$ cat src/rtl/fce_pkg.sv
package fce_pkg;
    typedef enum logic {
        HAND_WR = 1'b0,
        HAND_RD = 1'b1
    } hand_kind_e;
endpackage

$ cat src/rtl/fce_stage.sv
module fce_stage
    import fce_pkg::*;
#(
    parameter int LOC_DEPTH = 4,
    parameter int AW        = (LOC_DEPTH > 1) ? $clog2(LOC_DEPTH) : 1
) (
    input  logic          clk,
    input  logic          rst_n,
    input  logic          first_load_n,
    input  logic          xi_n,
    input  logic          xi_rd,
    input  logic          wr_req,
    input  logic          rd_req,
    output logic          wr_en,
    output logic          rd_en,
    output logic          oe,
    output logic [AW-1:0] waddr,
    output logic [AW-1:0] raddr,
    output logic          xo_n,
    output logic          xo_rd,
    output logic          full_n,
    output logic          empty_n,
    output logic          has_wtok,
    output logic          has_rtok
);
    localparam int              CW    = $clog2(LOC_DEPTH + 1);
    localparam logic [AW-1:0]   LAST  = AW'(LOC_DEPTH - 1);
    localparam logic [CW-1:0]   FULLV = CW'(LOC_DEPTH);

    typedef struct packed {
        logic          wtok;
        logic          rtok;
        logic [AW-1:0] wa;
        logic [AW-1:0] ra;
        logic [CW-1:0] cnt;
    } stage_st_t;

    stage_st_t st_d, st_q;
    logic      w_last, r_last, w_in, r_in;

    always_comb begin
        wr_en  = st_q.wtok & wr_req & (st_q.cnt != FULLV);
        rd_en  = st_q.rtok & rd_req & (st_q.cnt != '0);
        w_last = wr_en & (st_q.wa == LAST);
        r_last = rd_en & (st_q.ra == LAST);
        w_in   = ~xi_n & (xi_rd == HAND_WR);
        r_in   = ~xi_n & (xi_rd == HAND_RD);

        st_d      = st_q;
        st_d.wtok = (st_q.wtok & ~w_last) | w_in;
        st_d.rtok = (st_q.rtok & ~r_last) | r_in;
        if (wr_en) st_d.wa = w_last ? '0 : st_q.wa + 1'b1;
        if (rd_en) st_d.ra = r_last ? '0 : st_q.ra + 1'b1;
        st_d.cnt = st_q.cnt + CW'(wr_en) - CW'(rd_en);
    end

    always_ff @(posedge clk) begin
        if (!rst_n) begin
            st_q.wtok <= ~first_load_n;
            st_q.rtok <= ~first_load_n;
            st_q.wa   <= '0;
            st_q.ra   <= '0;
            st_q.cnt  <= '0;
        end else begin
            st_q <= st_d;
        end
    end

    assign xo_n     = ~(w_last | r_last);
    assign xo_rd    = r_last;
    assign oe       = st_q.rtok & (st_q.cnt != '0);
    assign waddr    = st_q.wa;
    assign raddr    = st_q.ra;
    assign full_n   = (st_q.cnt != FULLV);
    assign empty_n  = (st_q.cnt != '0);
    assign has_wtok = st_q.wtok;
    assign has_rtok = st_q.rtok;

    assert_cnt_bound_R7: assert property (@(posedge clk) disable iff (!rst_n)
        st_q.cnt <= FULLV);
    assert_wr_wrap_R3: assert property (@(posedge clk) disable iff (!rst_n)
        (!xo_n && !xo_rd) |=> (st_q.wa == '0));
    assert_rd_wrap_R11: assert property (@(posedge clk) disable iff (!rst_n)
        (!xo_n && xo_rd) |=> (st_q.ra == '0));
    assert_rd_token_in_R5: assert property (@(posedge clk) disable iff (!rst_n)
        (!xi_n && xi_rd) |=> st_q.rtok);
endmodule

$ cat src/rtl/fifo_depth_ring.sv
module fifo_depth_ring #(
    parameter int NUM_STAGES = 4,
    parameter int LOC_DEPTH  = 4,
    parameter int AW         = (LOC_DEPTH > 1) ? $clog2(LOC_DEPTH) : 1
) (
    input  logic                     clk,
    input  logic                     rst_n,
    input  logic [NUM_STAGES-1:0]    first_load_n,
    input  logic                     wr_req,
    input  logic                     rd_req,
    output logic [NUM_STAGES-1:0]    wr_en,
    output logic [NUM_STAGES-1:0]    rd_en,
    output logic [NUM_STAGES-1:0]    oe,
    output logic [NUM_STAGES*AW-1:0] waddr,
    output logic [NUM_STAGES*AW-1:0] raddr,
    output logic [NUM_STAGES-1:0]    xo_n,
    output logic [NUM_STAGES-1:0]    xo_rd,
    output logic                     full_n,
    output logic                     empty_n
);
    logic [NUM_STAGES-1:0] st_full_n, st_empty_n, wtok_v, rtok_v;

    for (genvar s = 0; s < NUM_STAGES; s++) begin : g_stage
        localparam int PRV = (s + NUM_STAGES - 1) % NUM_STAGES;
        localparam int NXT = (s + 1) % NUM_STAGES;

        fce_stage #(.LOC_DEPTH(LOC_DEPTH), .AW(AW)) stage_i (
            .clk         (clk),
            .rst_n       (rst_n),
            .first_load_n(first_load_n[s]),
            .xi_n        (xo_n[PRV]),
            .xi_rd       (xo_rd[PRV]),
            .wr_req      (wr_req),
            .rd_req      (rd_req),
            .wr_en       (wr_en[s]),
            .rd_en       (rd_en[s]),
            .oe          (oe[s]),
            .waddr       (waddr[s*AW +: AW]),
            .raddr       (raddr[s*AW +: AW]),
            .xo_n        (xo_n[s]),
            .xo_rd       (xo_rd[s]),
            .full_n      (st_full_n[s]),
            .empty_n     (st_empty_n[s]),
            .has_wtok    (wtok_v[s]),
            .has_rtok    (rtok_v[s])
        );

        assert_wr_pass_R4: assert property (@(posedge clk) disable iff (!rst_n)
            (!xo_n[s] && !xo_rd[s]) |=> wtok_v[NXT]);
        assert_rd_pass_R5: assert property (@(posedge clk) disable iff (!rst_n)
            (!xo_n[s] && xo_rd[s]) |=> rtok_v[NXT]);
    end

    assign full_n  = |st_full_n;
    assign empty_n = |st_empty_n;

    assert_one_writer_R2: assert property (@(posedge clk) disable iff (!rst_n)
        $countones(wtok_v) == 1);
    assert_one_reader_R2: assert property (@(posedge clk) disable iff (!rst_n)
        $countones(rtok_v) == 1);
    assert_no_write_full_R7: assert property (@(posedge clk) disable iff (!rst_n)
        !full_n |-> (wr_en == '0));
    assert_no_read_empty_R8: assert property (@(posedge clk) disable iff (!rst_n)
        !empty_n |-> (rd_en == '0));
    assert_single_enable_R3: assert property (@(posedge clk) disable iff (!rst_n)
        $onehot0(wr_en) && $onehot0(rd_en));
endmodule

$ cat config.mk
export PLATFORM = sky130hd
export DESIGN_NAME = fifo_depth_ring
export DESIGN_NICKNAME = d
export VERILOG_FILES = /design/src/rtl/fce_pkg.sv /design/src/rtl/fce_stage.sv /design/src/rtl/fifo_depth_ring.sv
export SDC_FILE = /design/constraint.sdc
export NUM_CORES = 1
export LEC_CHECK = 0
export BUFFER_PORTS_ARGS = -buffer_cell sky130_fd_sc_hd__buf_2
export CAP_MARGIN = 20
export CORE_ASPECT_RATIO = 1.5
export CORE_MARGIN = 4
export CORE_UTILIZATION = 48
export DETAILED_ROUTE_END_ITERATION = 6
export PLACE_DENSITY_LB_ADDON = 0.05
export SYNTH_ARGS = -nofsm -noshare
export SYNTH_HDL_FRONTEND = slang
export SYNTH_SLANG_ARGS = --single-unit
$ cat constraint.sdc
create_clock -name clk -period 3.7 [get_ports clk]
set_clock_uncertainty 0.15 [all_clocks]
set_input_delay 0 -clock clk [delete_from_list [all_inputs] [get_ports clk]]
set_output_delay 0 -clock clk [all_outputs]
set_load 0.05 [all_outputs]
==> summary.txt <==
Drt
  – Via Count: 1,698
  – DRC viols: 0
  – Vias per cell: 5.24
  – Drt first pass iters: 4
  – Post-route ant nets: 0
  – Routed Wire Length: 4490 um
  – Wire length per cell: 13.9 um
  – DRT iter0 DRCs: 52

Timing
  – Max Slew Vio Count: 0
  – Post-layout min period: 2510 ps
  – Final setup fails: 0
  – Worst slew pin tran: 717 ps
  – Tcrit/Tclk final: 67.8%
  – Fmax: 399 MHz
  – Setup TNS: 0 ps
  – RSZ-0062 raised after global routing: false
  – Relative slew slack: 52.2%
  – Final Hold Viols: 0

Yosys
  – Simple-Gate Fraction of Synth Area: 19.2%
  – Netlist cell types: 30
  – Synth Area in Adders: 12.0%
  – Flops & latches, synth: 36
  – Largest family of logic cells by synthesized area: simple AND/OR/NAND/NOR gates
  – Mapped Area: 2230 um^2
  – EDFF count, synth: 0
  – Post-synthesis compound-gate area fraction: 16.1%
  – YS warnings: 0
  – Post-synthesis average cell area: 8.69 um^2
  – Top FF cell, synth: dfxtp_1
  – Async SR Flop Fraction: 0%
  – Post-synthesis mux area share: 0%
  – Register area share after synthesis: 32.3%
  – Synth Net Count: 284
  – Synth Instances: 257
  – Synth Area in XOR/XNOR: 3.14%

Run
  – Maxcap violations: 0

Floorplan
  – Die H: 91.5 um
  – Io pins: 46
  – Core Box Area: 4500 um^2
  – Starting Density: 49.6%
  – Die Footprint: 5830 um^2
  – Row count: 30
  – Width of the die: 63.7 um

Final layout
  – Synth-to-Final Area Change: 6.95%
  – N_diodes: 0
  – Layout cells sized above 1: 23.9%
  – Final std cells w/o fill: 324
  – Finished Cell Area: 2390 um^2
  – Fillcell total: 450
  – Nets@finish: 302
  – Util after Layout: 53.0%

Global route
  – First-pass GRT wire length: 7860 um
  – GRT overflow: 0
  – Largest net degree at the start of global routing: 22
  – Initial antenna violation count: 0
  – GRT Total Usage: 17.2%
  – Vias in the first global route: 1,703

Setup path
  – Crit. End Element: register
  – Kind of launch point of the worst setup path: register
  – Crit path kind: reg2reg
  – CP peak stage delay: 450 ps
  – Buf/Inv on CP: 3
  – Largest delay share family, worst path: adder cells
  – Crit path max-delay cell type: o311ai_2
  – Data required, critical path: 3770 ps
  – WP data arrival: 2580 ps
  – Crit path cell chain: o311ai_2 > inv_2 > ha_1 > inv_1 > ha_1 > inv_1 > fa_1 > xor2_1 > and2_1 > nor3_1
  – Worst Path Max Fanout: 5

Clock network
  – H-tree levels: 2
  – Clk sinks: 36
  – Worst-Skew Late Latency: 290 ps
  – CTS root buf: clkbuf_8
  – Clock buffer depth: 2
  – CTS tree: built
  – CTS Buf Count: 5
  – Clock transition at path regs: 70 ps
  – CTS resizes: 0

Placed design
  – Placed cell count: 309
  – Routability congestion estimate from global placement: 0.764
  – Port bufs: 45
  – Post-DP Area: 2230 um^2
  – Detail Placement HPWL: 3400 um

Pwr
  – Power consumption: 1720 uW
  – PwrDens: 721 nW/um^2
  – Worst vdd ir: 331 uV
  – Pleak: 0.00109 uW

Min path
  – HP Class: in2reg

Outcome
  – Outcome: completed
==> what timing repair did <==
action / CTS / global route
hold buffers: 7 / 0
hold endpoints to repair: 9 / 0
setup buffers: 0 / 0
==> registers in the layout, summed over array words and instances (netlist names) <==
register	flops
g_stage.stage_i.waddr	8
g_stage.stage_i.has_rtok	4
g_stage.stage_i.raddr	8
g_stage.stage_i.st_q	12
g_stage.stage_i.has_wtok	4
==> Yosys cell counts, types with 5 or more instances <==
library cell / instances / share of area, %
a21oi_1: 19 / 4.3
a31oi_1: 8 / 2.2
and2_1: 9 / 2.5
buf_4: 36 / 12
dfxtp_1: 36 / 32
ha_1: 15 / 8.4
inv_1: 19 / 3.2
inv_2: 5 / 0.84
nand2_1: 21 / 3.5
nand3_1: 5 / 1.1
nor2_1: 9 / 1.5
nor2b_1: 8 / 2.2
nor3_1: 5 / 1.1
o21ai_0: 13 / 2.9
xnor2_1: 7 / 2.7
==> through the flow <==
stage               hold WS [ps]  setup WS, ps
floorplan                   31.4          1360
global placement             191          1250
detailed placement           194          1200
CTS                         51.5          1170
global route                74.5           874
finish                      58.9          1190
==> cell families after synthesis <==
| kind of cell | after synthesis |
|---|---|
| AO/OA/AOI/OAI | 52 |
| XOR/XNOR | 8 |
| adder cells (fa/ha/maj) | 19 |
| buffers and inverters | 66 |
| flip-flops | 36 |
| AND/OR/NAND/NOR | 76 |
==> worst register-to-register path: cells and delay by family (launching register included) <==
kind	cells	cell delay, ps
AO/OA/AOI/OAI	1	450
XOR/XNOR	1	160
flip-flops	1	380
adder cells (fa/ha/maj)	3	810
AND/OR/NAND/NOR	2	270
buffers and inverters	3	230
==> cells in the final DEF (no fill, tap or decap), drive strengths merged <==
cell type,n
or3b,4
nor3b,4
inv,25
nand4,3
fa,4
nand2,21
a211o,4
o21ai,17
nor2b,8
dlygate4sd3,7
a21oi,19
o311ai,4
ha,15
a31oi,8
buf,45
nor2,9
or3,4
nor3,5
or4,4
xor2,1
and2,9
nand3,5
dfxtp,36
xnor2,7
clkbuf,8
==> layer usage <==
metal  wire (um)  GRT usage [%]  vias up
met5           0              0        -
met4          84           7.03        0
met3         187           4.33        7
met2        2260           29.6       35
met1        1960           20.0      783
li1            -              -      873
==> report_power, final <==
group	switching [uW]	internal (uW)	total [uW]
sequential	122	478	600
clock	141	152	293
combinational	548	281	829
total	812	910	1720
==> worst paths after layout <==
check / from / end / slack, ps / cells past startpoint
worst max-delay path: g_stage[0].stage_i.st_q[1] / g_stage[0].stage_i.st_q[2] / 1190 / 10
worst min-delay path: rd_req / g_stage[1].stage_i.raddr[0] / 60 / 4
worst max register to register: g_stage[0].stage_i.st_q[1] / g_stage[0].stage_i.st_q[2] / 1190 / 10
worst min register to register: g_stage[2].stage_i.raddr[1] / g_stage[2].stage_i.raddr[1] / 320 / 2
==> final cells by class <==
type	instances	area, um^2	area share, %
inverters	25	96.3	4.03
clock buffers	8	90.1	3.77
multi-input cells	155	1130	47.1
flip-flops and latches	36	721	30.2
repair buffers	52	295	12.4
well taps	48	60.1	2.51
(Power assumes the default switching activity.)
